[config.mk]
export PLATFORM = sky130hd
export DESIGN_NAME = nand_cycle_gen
export DESIGN_NICKNAME = d
export VERILOG_FILES = /design/src/rtl/nand_cyc_pkg.sv /design/src/rtl/nand_timing_sel.sv /design/src/rtl/nand_phase_timer.sv /design/src/rtl/nand_cycle_gen.sv
export SDC_FILE = /design/constraint.sdc
export NUM_CORES = 1
export LEC_CHECK = 0
export BUFFER_PORTS_ARGS = -buffer_cell sky130_fd_sc_hd__buf_2
export CORE_ASPECT_RATIO = 1.4
export CORE_UTILIZATION = 49
export CTS_CLUSTER_DIAMETER = 30
export CTS_CLUSTER_SIZE = 30
export DETAILED_ROUTE_END_ITERATION = 7
export PLACE_DENSITY = 0.86
export SYNTH_ARGS = -nofsm -noshare
export SYNTH_HDL_FRONTEND = slang
export SYNTH_SLANG_ARGS = --single-unit
[constraint.sdc]
create_clock -name clk_i -period 2.25 [get_ports clk_i]
set_input_delay 0 -clock clk_i [delete_from_list [all_inputs] [get_ports clk_i]]
set_output_delay 0 -clock clk_i [all_outputs]
set_load 0.03 [all_outputs]
[src/rtl/nand_cyc_pkg.sv]
`timescale 1ns/1ps
package nand_cyc_pkg;

    typedef enum logic [1:0] {
        KIND_CMD   = 2'b00,
        KIND_ADDR  = 2'b01,
        KIND_WDATA = 2'b10,
        KIND_RDATA = 2'b11
    } cyc_kind_e;

    typedef enum logic [2:0] {
        PH_IDLE,
        PH_SETUP,
        PH_PULSE,
        PH_HOLD,
        PH_WAIT,
        PH_SAMPLE
    } phase_e;

    // Slot order inside one half of the timing word (decoded position).
    localparam int unsigned SLOT_SETUP  = 0;
    localparam int unsigned SLOT_HOLD   = 1;
    localparam int unsigned SLOT_WIDTH  = 2;
    localparam int unsigned SLOT_DELAY  = 3;
    localparam int unsigned SLOTS_HALF  = 4;
    localparam int unsigned SLOTS_TOTAL = 2 * SLOTS_HALF;

    function automatic logic kind_is_read(cyc_kind_e k);
        return k == KIND_RDATA;
    endfunction

    function automatic logic phase_active(phase_e p);
        return (p == PH_SETUP) || (p == PH_PULSE) || (p == PH_HOLD);
    endfunction

endpackage

[src/rtl/nand_timing_sel.sv]
`timescale 1ns/1ps
module nand_timing_sel
    import nand_cyc_pkg::*;
#(
    parameter int unsigned FIELD_W  = 4,
    localparam int unsigned TIMING_W = SLOTS_TOTAL * FIELD_W
) (
    input  logic [TIMING_W-1:0] timing_i,
    input  logic                is_read_i,
    output logic [FIELD_W-1:0]  setup_o,
    output logic [FIELD_W-1:0]  width_o,
    output logic [FIELD_W-1:0]  hold_o,
    output logic [FIELD_W-1:0]  delay_o
);

    logic [FIELD_W-1:0] slot_q [SLOTS_TOTAL];

    for (genvar g = 0; g < SLOTS_TOTAL; g++) begin : g_slot
        assign slot_q[g] = timing_i[g*FIELD_W +: FIELD_W];
    end

    // Read half occupies the low slots, write half the high slots.
    always_comb begin
        if (is_read_i) begin
            setup_o = slot_q[SLOT_SETUP];
            width_o = slot_q[SLOT_WIDTH];
            hold_o  = slot_q[SLOT_HOLD];
            delay_o = slot_q[SLOT_DELAY];
        end else begin
            setup_o = slot_q[SLOTS_HALF + SLOT_SETUP];
            width_o = slot_q[SLOTS_HALF + SLOT_WIDTH];
            hold_o  = slot_q[SLOTS_HALF + SLOT_HOLD];
            delay_o = slot_q[SLOTS_HALF + SLOT_DELAY];
        end
    end

endmodule

[src/rtl/nand_phase_timer.sv]
`timescale 1ns/1ps
module nand_phase_timer #(
    parameter int unsigned CNT_W = 5
) (
    input  logic             clk_i,
    input  logic             rst_ni,
    input  logic             load_i,
    input  logic [CNT_W-1:0] load_val_i,
    output logic             zero_o
);

    logic [CNT_W-1:0] cnt_d, cnt_q;

    always_comb begin
        cnt_d = cnt_q;
        if (load_i) begin
            cnt_d = load_val_i;
        end else if (cnt_q != '0) begin
            cnt_d = cnt_q - 1'b1;
        end
    end

    always_ff @(posedge clk_i) begin
        if (!rst_ni) begin
            cnt_q <= '0;
        end else begin
            cnt_q <= cnt_d;
        end
    end

    assign zero_o = (cnt_q == '0);

endmodule

[src/rtl/nand_cycle_gen.sv]
`timescale 1ns/1ps
module nand_cycle_gen
    import nand_cyc_pkg::*;
#(
    parameter int unsigned DATA_W   = 8,
    parameter int unsigned FIELD_W  = 4,
    localparam int unsigned TIMING_W = SLOTS_TOTAL * FIELD_W
) (
    input  logic                clk_i,
    input  logic                rst_ni,
    input  logic                req_valid_i,
    output logic                req_ready_o,
    input  logic [1:0]          req_kind_i,
    input  logic [DATA_W-1:0]   req_data_i,
    input  logic [TIMING_W-1:0] timing_i,
    input  logic                ce_force_i,
    output logic                nand_ce_n_o,
    output logic                nand_cle_o,
    output logic                nand_ale_o,
    output logic                nand_we_n_o,
    output logic                nand_re_n_o,
    output logic [DATA_W-1:0]   nand_dq_o,
    output logic                nand_dq_oe_o,
    input  logic [DATA_W-1:0]   nand_dq_i,
    input  logic                nand_rdy_i,
    output logic [DATA_W-1:0]   rd_data_o,
    output logic                done_o,
    output logic                done_rdy_o
);

    // Ready wait is twice the field, so the timer needs one more bit.
    localparam int unsigned CNT_W = FIELD_W + 1;

    typedef struct packed {
        phase_e             phase;
        cyc_kind_e          kind;
        logic [DATA_W-1:0]  data;
        logic [FIELD_W-1:0] width;
        logic [FIELD_W-1:0] hold;
        logic [FIELD_W-1:0] delay;
        logic [DATA_W-1:0]  rd_data;
        logic               rdy;
        logic               done;
        logic               ce_n;
    } state_t;

    state_t st_d, st_q;

    cyc_kind_e          req_kind;
    logic [FIELD_W-1:0] sel_setup, sel_width, sel_hold, sel_delay;
    logic               tmr_load;
    logic [CNT_W-1:0]   tmr_val;
    logic               tmr_zero;
    logic [CNT_W-1:0]   wait_load;

    assign req_kind  = cyc_kind_e'(req_kind_i);
    assign wait_load = {st_q.delay, 1'b0} - 1'b1;

    nand_timing_sel #(
        .FIELD_W (FIELD_W)
    ) i_sel (
        .timing_i  (timing_i),
        .is_read_i (kind_is_read(req_kind)),
        .setup_o   (sel_setup),
        .width_o   (sel_width),
        .hold_o    (sel_hold),
        .delay_o   (sel_delay)
    );

    nand_phase_timer #(
        .CNT_W (CNT_W)
    ) i_timer (
        .clk_i      (clk_i),
        .rst_ni     (rst_ni),
        .load_i     (tmr_load),
        .load_val_i (tmr_val),
        .zero_o     (tmr_zero)
    );

    always_comb begin
        st_d      = st_q;
        st_d.done = 1'b0;
        st_d.ce_n = ~ce_force_i;
        tmr_load  = 1'b0;
        tmr_val   = '0;

        unique case (st_q.phase)
            PH_IDLE: begin
                if (req_valid_i) begin
                    st_d.kind  = req_kind;
                    st_d.data  = req_data_i;
                    st_d.width = sel_width;
                    st_d.hold  = sel_hold;
                    st_d.delay = sel_delay;
                    tmr_load   = 1'b1;
                    tmr_val    = CNT_W'(sel_setup);
                    st_d.phase = PH_SETUP;
                end
            end
            PH_SETUP: begin
                if (tmr_zero) begin
                    tmr_load   = 1'b1;
                    tmr_val    = CNT_W'(st_q.width);
                    st_d.phase = PH_PULSE;
                end
            end
            PH_PULSE: begin
                if (tmr_zero) begin
                    if (kind_is_read(st_q.kind)) begin
                        st_d.rd_data = nand_dq_i;
                    end
                    tmr_load   = 1'b1;
                    tmr_val    = CNT_W'(st_q.hold);
                    st_d.phase = PH_HOLD;
                end
            end
            PH_HOLD: begin
                if (tmr_zero) begin
                    if (st_q.delay == '0) begin
                        st_d.phase = PH_SAMPLE;
                    end else begin
                        tmr_load   = 1'b1;
                        tmr_val    = wait_load;
                        st_d.phase = PH_WAIT;
                    end
                end
            end
            PH_WAIT: begin
                if (tmr_zero) begin
                    st_d.phase = PH_SAMPLE;
                end
            end
            PH_SAMPLE: begin
                st_d.rdy   = nand_rdy_i;
                st_d.done  = 1'b1;
                st_d.phase = PH_IDLE;
            end
            default: begin
                st_d.phase = PH_IDLE;
            end
        endcase
    end

    always_ff @(posedge clk_i) begin
        if (!rst_ni) begin
            st_q       <= '0;
            st_q.phase <= PH_IDLE;
            st_q.kind  <= KIND_CMD;
            st_q.ce_n  <= 1'b1;
        end else begin
            st_q <= st_d;
        end
    end

    logic in_cycle;
    logic is_rd;

    assign in_cycle = phase_active(st_q.phase);
    assign is_rd    = kind_is_read(st_q.kind);

    assign req_ready_o  = (st_q.phase == PH_IDLE);
    assign nand_ce_n_o  = st_q.ce_n;
    assign nand_cle_o   = in_cycle && (st_q.kind == KIND_CMD);
    assign nand_ale_o   = in_cycle && (st_q.kind == KIND_ADDR);
    assign nand_we_n_o  = !((st_q.phase == PH_PULSE) && !is_rd);
    assign nand_re_n_o  = !((st_q.phase == PH_PULSE) && is_rd);
    assign nand_dq_o    = st_q.data;
    assign nand_dq_oe_o = in_cycle && !is_rd;
    assign rd_data_o    = st_q.rd_data;
    assign done_o       = st_q.done;
    assign done_rdy_o   = st_q.rdy;

endmodule

### Word level (Yosys, flattened, before mapping)

Index checks and enable logic that the tools add are counted.

* reduce and logical (&&, ||, !) cells: 20
* mux-type cells: 25
* bitwise logic cells: 1
* add/subtract/negate cells: 2
* eq/ne operators: 13

Operators by type and width (number)
* $mux 4: 7
* $mux 25: 1
* $mux 5: 4
* $pmux 5 s4: 1
* $pmux 3 s5: 1
* $mux 3: 4
* $sub 5x1->5 const B: 2
* $ne 2x1->1 const B: 4
* $eq 3x2->1 const B: 2
* $eq 3x3->1 const B: 2
* $mux 1: 6
* $logic_and 1x1->1: 5
* $logic_not 5->1: 1
* $reduce_and 5->1: 1
* $reduce_bool 5->1: 1
* $eq 2x2->1 const B: 2
* $logic_not 4->1: 1
* $eq 3x1->1 const B: 1
* $logic_not 1->1: 3
* $logic_not 3->1: 1
* $pmux 1 s3: 1
* $reduce_and 3->1: 1
* $eq 2x1->1 const B: 1
* $logic_not 2->1: 1
* other kinds (6): 7

* output and inout port bits: 25
* logic and storage cells: 72
* register bits: 41
* bits of input ports: 55

### Logic depth before layout (Yosys ltp)

Gate-level depths: netlist of the first run.

* depth after elaboration: 5
* gate-level depth with buffers: 7
* gate-level depth less buffers: 6

### Modules after synthesis

Synthesis of the first run repeated with hierarchy kept, for this count alone.

* cells, all modules: 273
* area, all modules: 2358.5 um2

By module, submodules not included
* nand_cycle_gen: cells each 221, area an instance 1809.2 um2, instances 1, seq. area each 720.7 um2
* nand_phase_timer: cells each 34, area an instance 300.3 um2, instances 1, seq. area each 100.1 um2
* nand_timing_sel: cells each 18, area an instance 249.0 um2, instances 1, seq. area each 0.0 um2

### Worst setup path before layout of the first run

OpenSTA, ideal clock, no wires.

* kind: reg2reg
* start: reg i_timer.cnt_q[0]
* end: reg st_q, in the netlist rd_data_o[0]
* buffers on the path: 1
* period minus slack after synthesis: 1.988 ns
* setup slack: 0.262 ns
* data arrival time: 1.872 ns
* library setup time: 0.116 ns
* stages on the path, launching flop included: 8
* data required time: 2.134 ns
* cells stage by stage: dfxtp_1 inv_1 ha_1 or4b_4 buf_6 nor4_4 mux2i_1 nor2b_1

* word-level cells in the longest chain between the ends: 2

Ends and longest elaborated chain
* start, declared: RTL line nand_phase_timer.sv:12 `logic [CNT_W-1:0] cnt_d, cnt_q;`
* start signal, assigned: RTL line nand_phase_timer.sv:27 `cnt_q <= cnt_d;`
* $logic_not 5->1: RTL line nand_phase_timer.sv:31 `assign zero_o = (cnt_q == '0);`
* $reduce_and 3->1 (no line)
* end signal, assigned: RTL line nand_cycle_gen.sv:151 `st_q <= st_d;`
* end, declared: RTL line nand_cycle_gen.sv:47 `state_t st_d, st_q;`

Every way passes these cells.
A chain may end at the register's enable or synchronous reset.

### Final worst setup path of the first run

* start: reg i_timer.cnt_q[0]
* end: reg i_timer.cnt_q[4]

* word-level cells in the longest chain between the ends: 4
* elaborated cells on any way between the ends: 11
* those cells by class: add/sub: 1; mux: 7; reduce/logical: 3

Ends and longest elaborated chain
* parallel branches: the longest is 4 deep, another holds $sub 5x1->5

Several ways; the timed one is not identified. The select of a mux whose other input is x is not followed.

==> flow_results.org, run 1 <==
** CTS
- Number of sinks on the clock net :: 41
- Maximum level of the CTS H-tree :: 2
- Clock-pin slew was measured on the worst setup and hold paths at 80 ps.
- Skew-Pair Late Insertion Delay :: 300 ps
- Post-CTS timing repair inserted 0 buffers for setup.
- CTS placed an instance of clkbuf_8 at the clock tree root.
- TritonCTS built the clock tree.
- Number of buffers created by CTS :: 5
- Clk buf depth :: 2

** Timing
- At the pin with the least slew margin, the transition time is 590.5 ps.
- Of the available clock period, the critical path in the final layout requires 84.67%.
- Setup violations remaining at the end of the flow were counted as 0.
- Post-Route Setup TNS :: 0 ps
- Final slew viol count :: 0
- Subtracting the final worst setup slack from the clock period gives 1905 ps.
- Across the routed clock network, the largest skew measured is 8.245 ps.
- The tightest hold path in the finished design has a slack of 48.12 ps.
- Headroom to the max-slew limit came out at 60.54%.
- The total count of hold-check failures in the final report came to 0.
- Worst path setup slack after routing :: 344.9 ps
- Highest attainable clock frequency :: 524.9 MHz
- Setup repair after global routing left no endpoint under its margin.

** Layout
- The area growth from synthesis to layout is 28.08%.
- Leaving out filler cells and counting taps, the final layout contains 398.
- Cells with a size suffix above 1 make up 28.99% of the layout.
- Most frequent cells in the layout :: buf_2 (79), nand2_1 (41), dfxtp_1 (41)
- Number of nets in the final layout :: 396
- Cells fill 66.36% of the core in the end.
- Ant. Diodes :: 0
- After filler insertion, the fill cell instance count of the layout stands at 372.
- Leaving out fill and tap cells, the most frequent cell in the layout is buf_2.

** Logic synthesis
- Multiplexer area fraction after synthesis :: 5.424%
- After Yosys synthesis, full adders, half adders and majority gates account for 1.695% of the synthesized area.
- Combinational family with the most area after synthesis :: simple AND/OR/NAND/NOR gates
- Share of synthesized cell area in and, or, nand and nor gates :: 28.36%
- The synthesized netlist devotes 1.977% of its cell area to XOR and XNOR gates.
- Yosys mapped a number of flops with a built-in enable equal to 0.
- The synthesized netlist devotes 15.76% of its cell area to compound gates.
- Proportion of synthesized chip area in sequential cells :: 37.06%
- Number of standard cells after synthesis :: 260
- Proportion of register bits with asynchronous set or reset after synthesis :: 0%
- Yosys synthesis warning count :: 0
- The average instance in the mapped netlist occupies 8.518 sq um.
- #FFs+latches synth :: 41
- Sorting the synthesized cells by area gives the leading types as dfxtp_1 (37%), nand2_1 (6.9%), nand3_1 (6.3%).
- The number of nets handed over by synthesis was 318.
- Library cells used by synthesis :: 43
- The most used flip-flop cell after synthesis is dfxtp_1.
- Synthesized cell area :: 0.002215 sq mm
- The largest total area in the synthesized netlist belongs to dfxtp_1.
- Fraction of synthesized cell area taken by the top area cell type :: 37.06%

** Place
- Prior to clock tree synthesis, the placed netlist has a worst setup slack of 356.0 ps.
- Including well taps, the total number of placed cells is 373.
- Routability Congestion :: 0.8314
- Detailed placement finished with a half-perimeter wire length of 3399 um.
- Number of input and output port buffers inserted :: 79

** Floorplanning
- The total area inside the core boundary comes to 0.004274 sq mm.
- Die extent in y :: 81.55 um
- Starting utilization of the core area :: 51.81%
- DIE WIDTH :: 58.82 um
- Io pins :: 80
- The floorplan has 28 rows.
- The floorplan step defined a die boundary enclosing 0.004796 sq mm.

** Setup path
- Startpoint of the worst setup timing path :: i_timer.cnt_q[0]
- CP required :: 2480 ps
- Across all register-to-register paths, the minimum setup slack is 340 ps.
- Along the worst path, the maximum fanout reaches 6.
- Number of cells on the worst reg-to-reg path :: 5
- Worst EP arrival :: 2130 ps
- Reg2reg start :: i_timer.cnt_q[0]
- Type of element launching the critical path :: flop
- Worst setup path category :: flop to flop
- Kind of end point of the critical path :: flop
- Worst r2r dst :: i_timer.cnt_q[4]

** Detailed routing
- Total wire length after detailed routing :: 4857 um
- Initial drt markers :: 108
- The detailed router placed 2014 vias in this run.
- Post-detailed-route wirelength per cell :: 12.20 um
- Number of nets still failing antenna checks after routing :: 0
- In the routed design, unresolved DRC markers number 0.
- Mean number of vias per cell :: 5.060
- The first TritonRoute pass finished after 4 iterations.

** Pwr
- Dividing total power by cell area gives a power density of 967.5 mW/mm^2.
- VDD sags by at most 0.3875 mV.
- Leakage power summed over all cells :: 1.307 nW

** GRT
- The initial antenna violation count was 0.
- Overall overflow remaining after global route :: 0
- Entering global routing, the biggest net connects 42 pins.
- Number of global-route vias before repair :: 1862
- The first global-routing pass estimated 7866 um of wire.
- Global-route usage over all layers :: 21.47%

** Job
- Across the run, the number of max-cap violations was 0.

** Worst hold path
- Hold path start :: timing_i[24]
- The path with the worst hold slack has its endpoint at st_q[19].
- The path class of the tightest hold or removal check is input port to flop.
- Hold Path Depth :: 4

** Status
- The flow ran to the end, and the final reports show no timing, DRC or antenna violations.
==> registers in the layout, summed over array words and instances, names as in the netlist <==
signal and count:
nand_ce_n_o 1, st_q 17, i_timer.cnt_q 5, rd_data_o 8
nand_dq_o 8, done_o 1, done_rdy_o 1
==> how the worst max path moves through the flow <==
stage | cells past startpoint | end | slack, ps
after floorplan | 7 | rd_data_o[0] | 260
after global placement | 6 | i_timer.cnt_q[1] | 410
after detailed placement | 5 | i_timer.cnt_q[4] | 360
after CTS | 6 | i_timer.cnt_q[1] | 330
after global routing | 7 | rd_data_o[2] | 260
final | 5 | i_timer.cnt_q[4] | 340
==> cells in the mapped netlist, types with 2 or more instances <==
library cell / instances
o22a_1: 2
a21boi_0: 15
clkbuf_1: 17
nor2_1: 2
or3_1: 2
nor2b_1: 11
xnor2_1: 4
nor4_1: 3
nor3b_1: 3
o211a_1: 10
buf_4: 16
nand2_1: 41
and3_1: 3
o211ai_1: 2
nand3_1: 28
dfxtp_1: 41
a21oi_1: 5
o22ai_1: 2
inv_1: 4
ha_1: 3
nand3b_1: 8
mux2i_1: 12
nor3_1: 6
==> area by class of cell <==
| class | count | area, sq um | share of cell area (%) |
|---|---|---|---|
| timing repair buffer | 106 | 643.1 | 22.67 |
| tap | 60 | 75.07 | 2.647 |
| sequential | 41 | 820.8 | 28.94 |
| inverter | 4 | 15.01 | 0.5293 |
| multi-input combinational | 180 | 1179 | 41.55 |
| clock inverter | 2 | 35.03 | 1.235 |
| clock buffer | 5 | 68.82 | 2.426 |
==> critical path: stages, from the launching register on <==
cell	delay, ps
dfxtp_1	320
inv_1	70
ha_1	200
or4b_4	530
or4_1	550
a21boi_0	170
==> through the flow <==
step,cell area [sq um],total power [mW]
2_1_floorplan,2215,1.907
3_3_place_gp,2552,2.140
3_5_place_dp,2552,2.166
4_1_cts,2836,2.762
5_1_grt,2836,2.942
6_report,2836,2.744
==> routing by layer <==
metal  global-route usage, %  routed length [um]  up-vias
li1                        -                   -     1055
met1                   22.19                2071      892
met2                   41.02                2505       61
met3                   5.039                 214        6
met4                   7.857                  65        0
met5                       0                   0        -
==> cell families after synthesis <==
logic type | after synthesis
simple gates | 116
compound gates | 44
flops | 41
buf+inv | 39
mux | 12
xor+xnor | 5
fa+ha+maj | 3
==> power by group <==
group	total (mW)	switching, mW	internal [mW]
combinational	1.20	0.695	0.507
clock	0.570	0.248	0.322
sequential	0.973	0.110	0.863
total	2.74	1.05	1.69
==> repair_timing <==
item                                   CTS  global route
hold buffers                            18             0
gates resized for setup                  0             0
endpoints found under the hold margin   18             0
No activity file was read; power rests on OpenSTA's default activity.
==> inputs of run 2 (changes only) <==
Settings changed: ABC_AREA set to 1, CORE_UTILIZATION 49 to 44, PLACE_DENSITY 0.86 to 0.82.
Clock period 2.25 ns to 1.75 ns, I/O delays scaled along.
==> run 2 against run 1 <==
The run now ends with negative hold slack left. Critical path type unchanged. Largest power group unchanged. Setup slack worse by 140 ps. Wire length is 19% higher. Clock skew is 2.0 ps lower. Final area is 7.1% higher. First-iteration DRC count is 21% lower. Count of clock-buffer cells in the layout is 1 higher.
==> flow_results.org, run 2 <==
** Status
- Outcome :: finished, violations left
- The checks that failed: negative hold slack.

** Pwr
- The combinational group share of total power is 48.3% (+4.5 points).
- Portion of total power attributed to the clock network :: 19.5% (-1.3 points)
- The cell-internal power was 2.304 mW (+36%).
- Power density over the cells :: 1351 mW/mm^2 (+40%)
- The sum of internal, switching and leakage power was 4.101 mW (+49%).
- Worst VDD drop :: 0.6051 mV (+56%)
- The net load switching power is 1.797 mW (+71%).
- Leakage power summed over all cells :: 1.506 nW (+15%)
- The sequential share of power was 32.3% (-3.2 points).
- The switching share of total power came to 43.81% (+5.5 points).

** Detailed routing
- Total wire length after detailed routing :: 5786 um (+19%)
- Number of nets still failing antenna checks after routing :: 0 (unchanged)
- The wire length per cell after detailed routing is 12.08 um (-1.0%).
- The total DRC errors in the routed layout was 0 (unchanged).
- Initial drt markers :: 85 (-21%)
- The count of vias placed by the detailed router was 2368 (+18%).
- The length of the first detailed-routing pass in iterations is 5 (+1).
- Mean number of vias per cell :: 4.944 (-2.3%)

** Setup path
- The number of buffer and inverter instances along the worst setup path was 2 (+1).
- Type of element launching the critical path :: flop
- The worst setup path is captured at a flop.
- The required time at the endpoint of the critical path is 1990 ps (-490 ps).
- The largest fanout on the critical path came to 10 (+4).
- Crit path top cell by count :: nor2_1
- The kind of cell with the highest combined delay along the critical path is simple AND/OR/NAND/NOR gates.
- Worst setup path category :: flop to flop
- The peak per-stage delay on the critical path was 380 ps (-170 ps).
- The arrival time of the worst setup path is 1780 ps (-350 ps).
- Traced cell by cell, the critical path runs through inv_1 -> ha_1 -> nand3_4 -> inv_2 -> nand2_2 -> nand4_1 -> nor2_1 -> nor2_1 -> nor2_1.
- Crit-path slowest cell :: dfxtp_1

** CTS
- The maximum buffer depth of the clock tree came to 2 (unchanged).
- The clock edge transition at the registers on the reported setup and hold paths came to 80 ps (about the same).
- Post-CTS Repair Setup Buffers :: 0 (unchanged)
- Number of sinks on the clock net :: 41 (unchanged)
- In this run the clock root is driven by a clkbuf_8.
- Hold buffer count at cts :: 42 (+24)
- The number of buffers created by CTS was 5 (unchanged).
- TritonCTS clock tree :: done
- Maximum level of the CTS H-tree :: 2 (unchanged)
- Number of gates given a new drive strength after cts :: 0 (unchanged)
- The clock insertion delay at the later pin of the skew report is 300 ps (about the same).

** Worst hold path
- HP Class :: input port to flop

** Timing
- Relative slew margins :: 64.48% (+3.9 points)
- Worst path setup slack after routing :: 202.6 ps (-142.3 ps)
- Final slew viol count :: 0 (unchanged)
- Minimum period implied by the final worst setup slack :: 1547 ps (-357.7 ps)
- Post-Route Setup TNS :: 0 ps (unchanged)
- The final worst clock skew was 6.212 ps (-2.033 ps).
- Setup repair after global routing missed its margin :: no
- Least-Margin Pin Slew :: 532.8 ps (-57.72 ps)
- The maximum operating frequency was 646.3 MHz (+23%).
- Worst slack on hold paths :: -11.58 ps (-59.70 ps)
- Number of hold-slack violations in the final timing report :: 1 (+1)
- The fraction of the cycle the final worst path needs is 88.42% (+3.8 points).
- The count of endpoints failing setup in the final report was 0 (unchanged).

** Logic synthesis
- The count of different cell masters after synthesis is 30 (-30%).
- Library cell with the highest instance count after synthesis :: nand2_1
- Biggest area contributors in the synthesized netlist :: dfxtp_1 (38%), nand2_1 (10%), nor2_1 (9.1%)
- The number of synthesized register bits came to 41 (unchanged).
- Fraction of synthesized cell area taken by the top area cell type :: 37.61% (+0.55 points)
- The gate count of the mapped netlist is 309 (+19%).
- Proportion of synthesized chip area in sequential cells :: 37.61% (+0.55 points)
- Proportion of register bits with asynchronous set or reset after synthesis :: 0% (unchanged)
- Area leader, netlist :: dfxtp_1
- Synthesized cell area :: 0.002182 sq mm (-1.5%)
- Post-synthesis net count :: 367 (+15%)
- Among all flip-flop cells after synthesis, the most frequent one is dfxtp_1.
- Count of flip-flops with a built-in enable after synthesis :: 0 (unchanged)
- Yosys synthesis warning count :: 0 (unchanged)
- Syn_area_per_cell :: 7.062 sq um (-17%)
- By count the netlist is led by nand2_1 (59), nor2_1 (53), dfxtp_1 (41).

** GRT
- Maximum number of pins on one net before global-route repair :: 37 (-12%)
- The remaining global-route overflow is 0 (unchanged).
- Global-route usage over all layers :: 23.22% (+1.7 points)
- Number of antenna violations at the first check in global routing :: 0 (unchanged)
- Wire length of the first global-routing pass :: 9301 um (+18%)
- Number of global-route vias before repair :: 2177 (+17%)

** Place
- Worst Setup Slack post-DPL :: 239.3 ps (-116.8 ps)
- Routability Congestion :: 0.8811 (+6.0%)
- Total instance count after detailed placement :: 429 (+15%)
- Number of input and output port buffers inserted :: 79 (unchanged)
- Half-perimeter wire length of the detailed placement result :: 3729 um (+9.7%)

** Floorplanning
- The die span in x is 61.52 um (+4.6%).
- The I/O pin count is 80 (unchanged).
- The full die area was 0.005249 sq mm (+9.4%).
- Std-Cell Rows :: 30 (+7.1%)
- The die height came to 85.33 um (+4.6%).
- Core footprint :: 0.004805 sq mm (+12%)
- Starting utilization of the core area :: 45.42% (-6.4 points)

** Layout
- Synthesis-to-finish area growth :: 39.16%
- The number of filler cells placed in the layout is 410 (+10%).
- The library cell used most frequently in the layout, excluding fill and tap cells, is buf_2.
- Footprint of the flip-flops and latches :: 820.8 sq um (unchanged)
- Ant. Diodes :: 0 (unchanged)
- Core utilization of the finished layout :: 63.20% (-3.2 points)
- Footprint of the multi-input gates :: 0.001060 sq mm (-10%)
- The number of nets in the layout came to 472 (+19%).
- Max FFs per register :: 17 (unchanged)
- Most frequent cells in the layout :: buf_2 (79), nand2_1 (59), nor2_1 (53)
- Largest Register :: st_q
- Share of layout cells above drive strength 1 :: 27.47% (-1.5 points)
- The non-filler instance count after layout was 479 (+20%).

** Job
- Max-cap viol count :: 0 (unchanged)
[run 2: cell types whose count changed in the layout (fill, tap and decap cells not counted), sizes merged, moves of 5 or more]
cell,change
nand3b,-8
nand2,+23
nor2b,-11
o21ai,+34
mux2i,-12
buf,-5
nor2,+56
dlygate4sd3,+24
a31oi,+11
o211a,-10
nand4,+5
nand3,-19
a21boi,-15
inv,+24
[run 2: final timing paths]
check | start | to | slack, ps | cells after the start
worst max-delay path | i_timer.cnt_q[0] | i_timer.cnt_q[1] | 200 | 9
worst min-delay path | nand_rdy_i | done_rdy_o | -10 | 3
worst max register to register | i_timer.cnt_q[0] | i_timer.cnt_q[1] | 200 | 9
worst min register to register | done_rdy_o | done_rdy_o | 450 | 2
[run 2: per-layer routing]
metal	wire length, um	GRT usage [%]
met1	2276	26.42
met2	3090	41.84
met3	233	2.744
met4	185	9.293
met5	0	0
[run 2: layout make-up]
type / instances / area share, %
clock buffer: 6 / 2.719
clock inverter: 2 / 1.236
timing repair buffer: 125 / 27.85
multi-input combinational: 212 / 34.90
tap: 64 / 2.637
inverter: 29 / 3.626
sequential: 41 / 27.03
[run 2: kinds of logic (layout without fill, tap and decap cells)]
kind of cell / Yosys count / after routing / synth area share [%]
xor+xnor: 5 / 5 / 2.007
buf+inv: 56 / 162 / 13.82
fa+ha+maj: 3 / 3 / 1.720
flops: 41 / 41 / 37.61
compound gates: 60 / 60 / 15.08
simple gates: 144 / 144 / 29.76
[run 2: power by group through the flow]
stage | registers [mW] | logic (mW) | clock network, mW
2_1_floorplan | 1.28 | 1.58 | 0
3_3_place_gp | 1.33 | 1.82 | 0
3_5_place_dp | 1.33 | 1.86 | 0
4_1_cts | 1.32 | 1.94 | 0.807
5_1_grt | 1.35 | 2.17 | 0.842
6_report | 1.32 | 1.98 | 0.798
[run 2: worst register-to-register path: cells and delay by family, from the launching register on]
kind | cells | cell delay, ps
adder cells (fa/ha/maj) | 1 | 250
buffers and inverters | 2 | 170
flip-flops | 1 | 380
AND/OR/NAND/NOR | 6 | 680
[run 2: stage by stage]
step / area (sq um) / hold slack (ps)
finish: 3037 / -11.58
global route: 3037 / 22.52
CTS: 3037 / 0.9461
detailed placement: 2496 / 177.8
global placement: 2496 / 161.7
floorplan: 2182 / 61.94
==> inputs of run 3 (changes only) <==
Settings changed: PLACE_DENSITY 0.82 to 0.73.
==> run 3 against run 2 <==
The run now ends clean. Sequential cell count unchanged. Power increased by 2.7%. Global-route usage increased by 0.32 points. First-iteration DRC count decreased by 36%. Final area up 2.0%. Critical path type unchanged. Largest power group unchanged. Highest routed layer unchanged.
==> flow_results.org, run 3 (synthesis gave the netlist of run 2 again) <==
** Floorplanning
- The full die area came to 0.005249 sq mm (unchanged).
- The die span in x is 61.52 um (unchanged).
- Io pins :: 80 (unchanged)
- Core footprint :: 0.004805 sq mm (unchanged)
- Std-Cell Rows :: 30 (unchanged)
- The initial core utilization came to 45.42% (unchanged).
- Die extent in y :: 85.33 um (unchanged)

** Timing
- Final critical-path share of the clock period :: 88.18% (-0.24 points)
- Final slew viol count :: 0 (unchanged)
- Number of hold-slack violations in the final timing report :: 0 (-1)
- Minimum period implied by the final worst setup slack :: 1543 ps (-4.269 ps)
- The worst-margin pin slew is 559.9 ps (+27.14 ps).
- Setup clock skew after layout :: 9.738 ps (+3.526 ps)
- Worst slack on hold paths :: 89.63 ps (+101.2 ps)
- The remaining max-slew budget at the tightest pin is 62.67% (-1.8 points).
- The count of endpoints failing setup in the final report came to 0 (unchanged).
- Setup repair after global routing left no endpoint under its margin.
- The maximum operating frequency was 648.0 MHz (+0.28%).
- Post-Route Setup TNS :: 0 ps (unchanged)

** CTS
- TritonCTS built the clock tree.
- Maximum level of the CTS H-tree :: 2 (unchanged)
- The number of buffers created by CTS came to 5 (unchanged).
- Clk buf depth :: 2 (unchanged)
- Clock Tree Root :: clkbuf_8
- The clock edge transition at the registers on the reported setup and hold paths is 70 ps (about the same).
- Number of sinks on the clock net :: 41 (unchanged)
- The quantity of gates resized following cts came to 0 (unchanged).
- Skew-Pair Late Insertion Delay :: 300 ps (about the same)

** Detailed routing
- The length of the first detailed-routing pass in iterations is 7 (+2).
- The final antenna-violating net count came to 0 (unchanged).
- The wire length per cell after detailed routing was 11.82 um (-2.1%).
- Residual DRC count :: 0 (unchanged)
- Mean number of vias per cell :: 4.777 (-3.4%)
- The total detailed-routing wirelength is 5723 um (-1.1%).
- The starting DRC count in detailed routing came to 54 (-36%).
- Total number of vias :: 2312 (-2.4%)

** Status
- Outcome :: completed

** Setup path
- The worst setup path is captured at a flop.
- Type of element launching the critical path :: flop
- The required time at the endpoint of the critical path was 1930 ps (-60 ps).
- The critical path starts at i_timer.cnt_q[1].
- The setup slack on the worst flop-to-flop path came to 210 ps (about the same).
- The startpoint identified for the worst register-to-register timing path is i_timer.cnt_q[1].
- The critical path in this run is classified as flop to flop.
- The largest fanout on the critical path is 8 (-2).
- The path depth of the worst reg2reg path is 9 (unchanged).
- Worst r2r dst :: i_timer.cnt_q[1]
- The arrival time of the worst setup path is 1730 ps (-50 ps).

** Layout
- In the layout the commonest cells are buf_2 (79), nand2_1 (59), nor2_1 (53).
- Ant. Diodes :: 0 (unchanged)
- Most frequent standard cell in the layout excluding fill and tap cells :: buf_2
- Filler cell count :: 417 (+1.7%)
- The number of nets in the layout is 477 (+1.1%).
- Summed area of non-filler cells in the final layout :: 0.003097 sq mm (+2.0%)
- The number of flip-flops under the largest register name came to 17 (unchanged).
- Ranked by flip-flop count, first place goes to st_q.
- The area growth from synthesis to layout is 41.92%.
- Share of layout cells above drive strength 1 :: 27.86% (+0.39 points)

** Pwr
- Portion of total power attributed to the clock network :: 18.4% (-1.1 points)
- The combinational group share of total power came to 50.2% (+1.9 points).
- The static leakage came to 1.537 nW (+2.1%).
- The net load switching power was 1.808 mW (+0.65%).
- Internal Dissipation :: 2.402 mW (+4.2%)
- The power density of the placed cells was 1359 mW/mm^2 (+0.66%).
- The switching share of total power was 42.95% (-0.86 points).
- The sequential share of power came to 31.4% (-0.9 points).
- The maximum resistive drop on vdd was 0.6920 mV (+14%).

** GRT
- The combined global-route utilization of all metal layers was 23.54% (+0.32 points).
- Maximum number of pins on one net before global-route repair :: 37 (unchanged)
- GR met2 Demand/Resource :: 42.62% (+0.78 points)
- GR peak layer :: met2
- Number of antenna violations at the first check in global routing :: 0 (unchanged)
- Overall overflow remaining after global route :: 0 (unchanged)
- GRT met1 Usage :: 25.74% (-0.68 points)
- The number of global-route vias before repair came to 2180 (+0.14%).
- Wire length of the first global-routing pass :: 9266 um (-0.38%)
- Global routing usage on met3 :: 3.963% (+1.2 points)

** Job
- Max-cap viol count :: 0 (unchanged)

** Place
- The estimated wirelength of the detail-placed design was 3620 um (-2.9%).
- Number of input and output port buffers inserted :: 79 (unchanged)
- Routability Congestion :: 0.8752 (-0.67%)
- Placed standard-cell area :: 0.002514 sq mm (+0.70%)

** Worst hold path
- In this run the most critical hold path is launched from req_valid_i.
- Hold Path Depth :: 3 (unchanged)
- The worst hold path belongs to the class input port to flop.
- WHS Endpoint :: st_q[35]
-- run 3: changes by cell type in the layout (fill, tap and decap cells not counted) --
| cell | previous run | this run |
|---|---|---|
| buf_12 | 0 | 2 |
| clkbuf_8 | 6 | 5 |
| buf_4 | 4 | 5 |
| inv_6 | 0 | 1 |
| clkinv_2 | 1 | 2 |
| dlygate4sd3_1 | 42 | 44 |
| clkinvlp_4 | 1 | 0 |
-- run 3: layer usage --
layer | vias to the layer above | wire, um
li1 | 1206 | -
met1 | 1024 | 2268
met2 | 70 | 3076
met3 | 12 | 248
met4 | 0 | 130
met5 | - | 0
-- run 3: worst max path at each step --
stage,to,cells after the start
after floorplan,i_timer.cnt_q[4],8
after global placement,i_timer.cnt_q[1],9
after detailed placement,i_timer.cnt_q[1],9
after CTS,i_timer.cnt_q[1],9
after global routing,i_timer.cnt_q[1],8
final,i_timer.cnt_q[1],9
-- run 3: cell type report --
type                            instances  area, sq um  area share [%]
Clock buffer                            5        68.82           2.222
Clock inverter                          3        43.79           1.414
Inverter                               29        110.1           3.556
Multi-Input combinational cell        212         1060           34.22
Sequential cell                        41        820.8           26.51
Tap cell                               64        80.08           2.586
Timing Repair Buffer                  130        913.4           29.49
-- run 3: metrics by stage --
step	util (%)	power, mW	setup slack, ps	cells
6_report	64.45	4.210	206.9	484
3_5_place_dp	52.32	3.241	161.1	428
3_3_place_gp	52.32	3.206	228.4	428
4_1_cts	63.83	4.104	147.0	480
2_1_floorplan	-	2.866	383.7	309
5_1_grt	64.45	4.535	36.34	484
-- run 3: power groups by stage --
stage / Clock, mW / Sequential (mW) / Combinational (mW)
after CTS: 0.799 / 1.32 / 1.99
after floorplan: 0 / 1.28 / 1.58
after global routing: 0.838 / 1.35 / 2.34
after global placement: 0 / 1.33 / 1.88
after detailed placement: 0 / 1.33 / 1.91
final: 0.774 / 1.32 / 2.11
-- run 3: timing repair --
action	4_1_cts	5_1_grt
buffers inserted	0	4
endpoints found under the hold margin	32	0
setup endpoints to repair	0	1
hold buffers	44	0
-- run 3: worst max-delay path: stages, from the launching register on --
cell,delay (ps)
dfxtp_1,320
inv_1,80
ha_1,260
nand3_4,150
inv_2,160
nand2_2,130
nand4_1,120
nor2_1,50
nor2_1,100
nor2_1,50
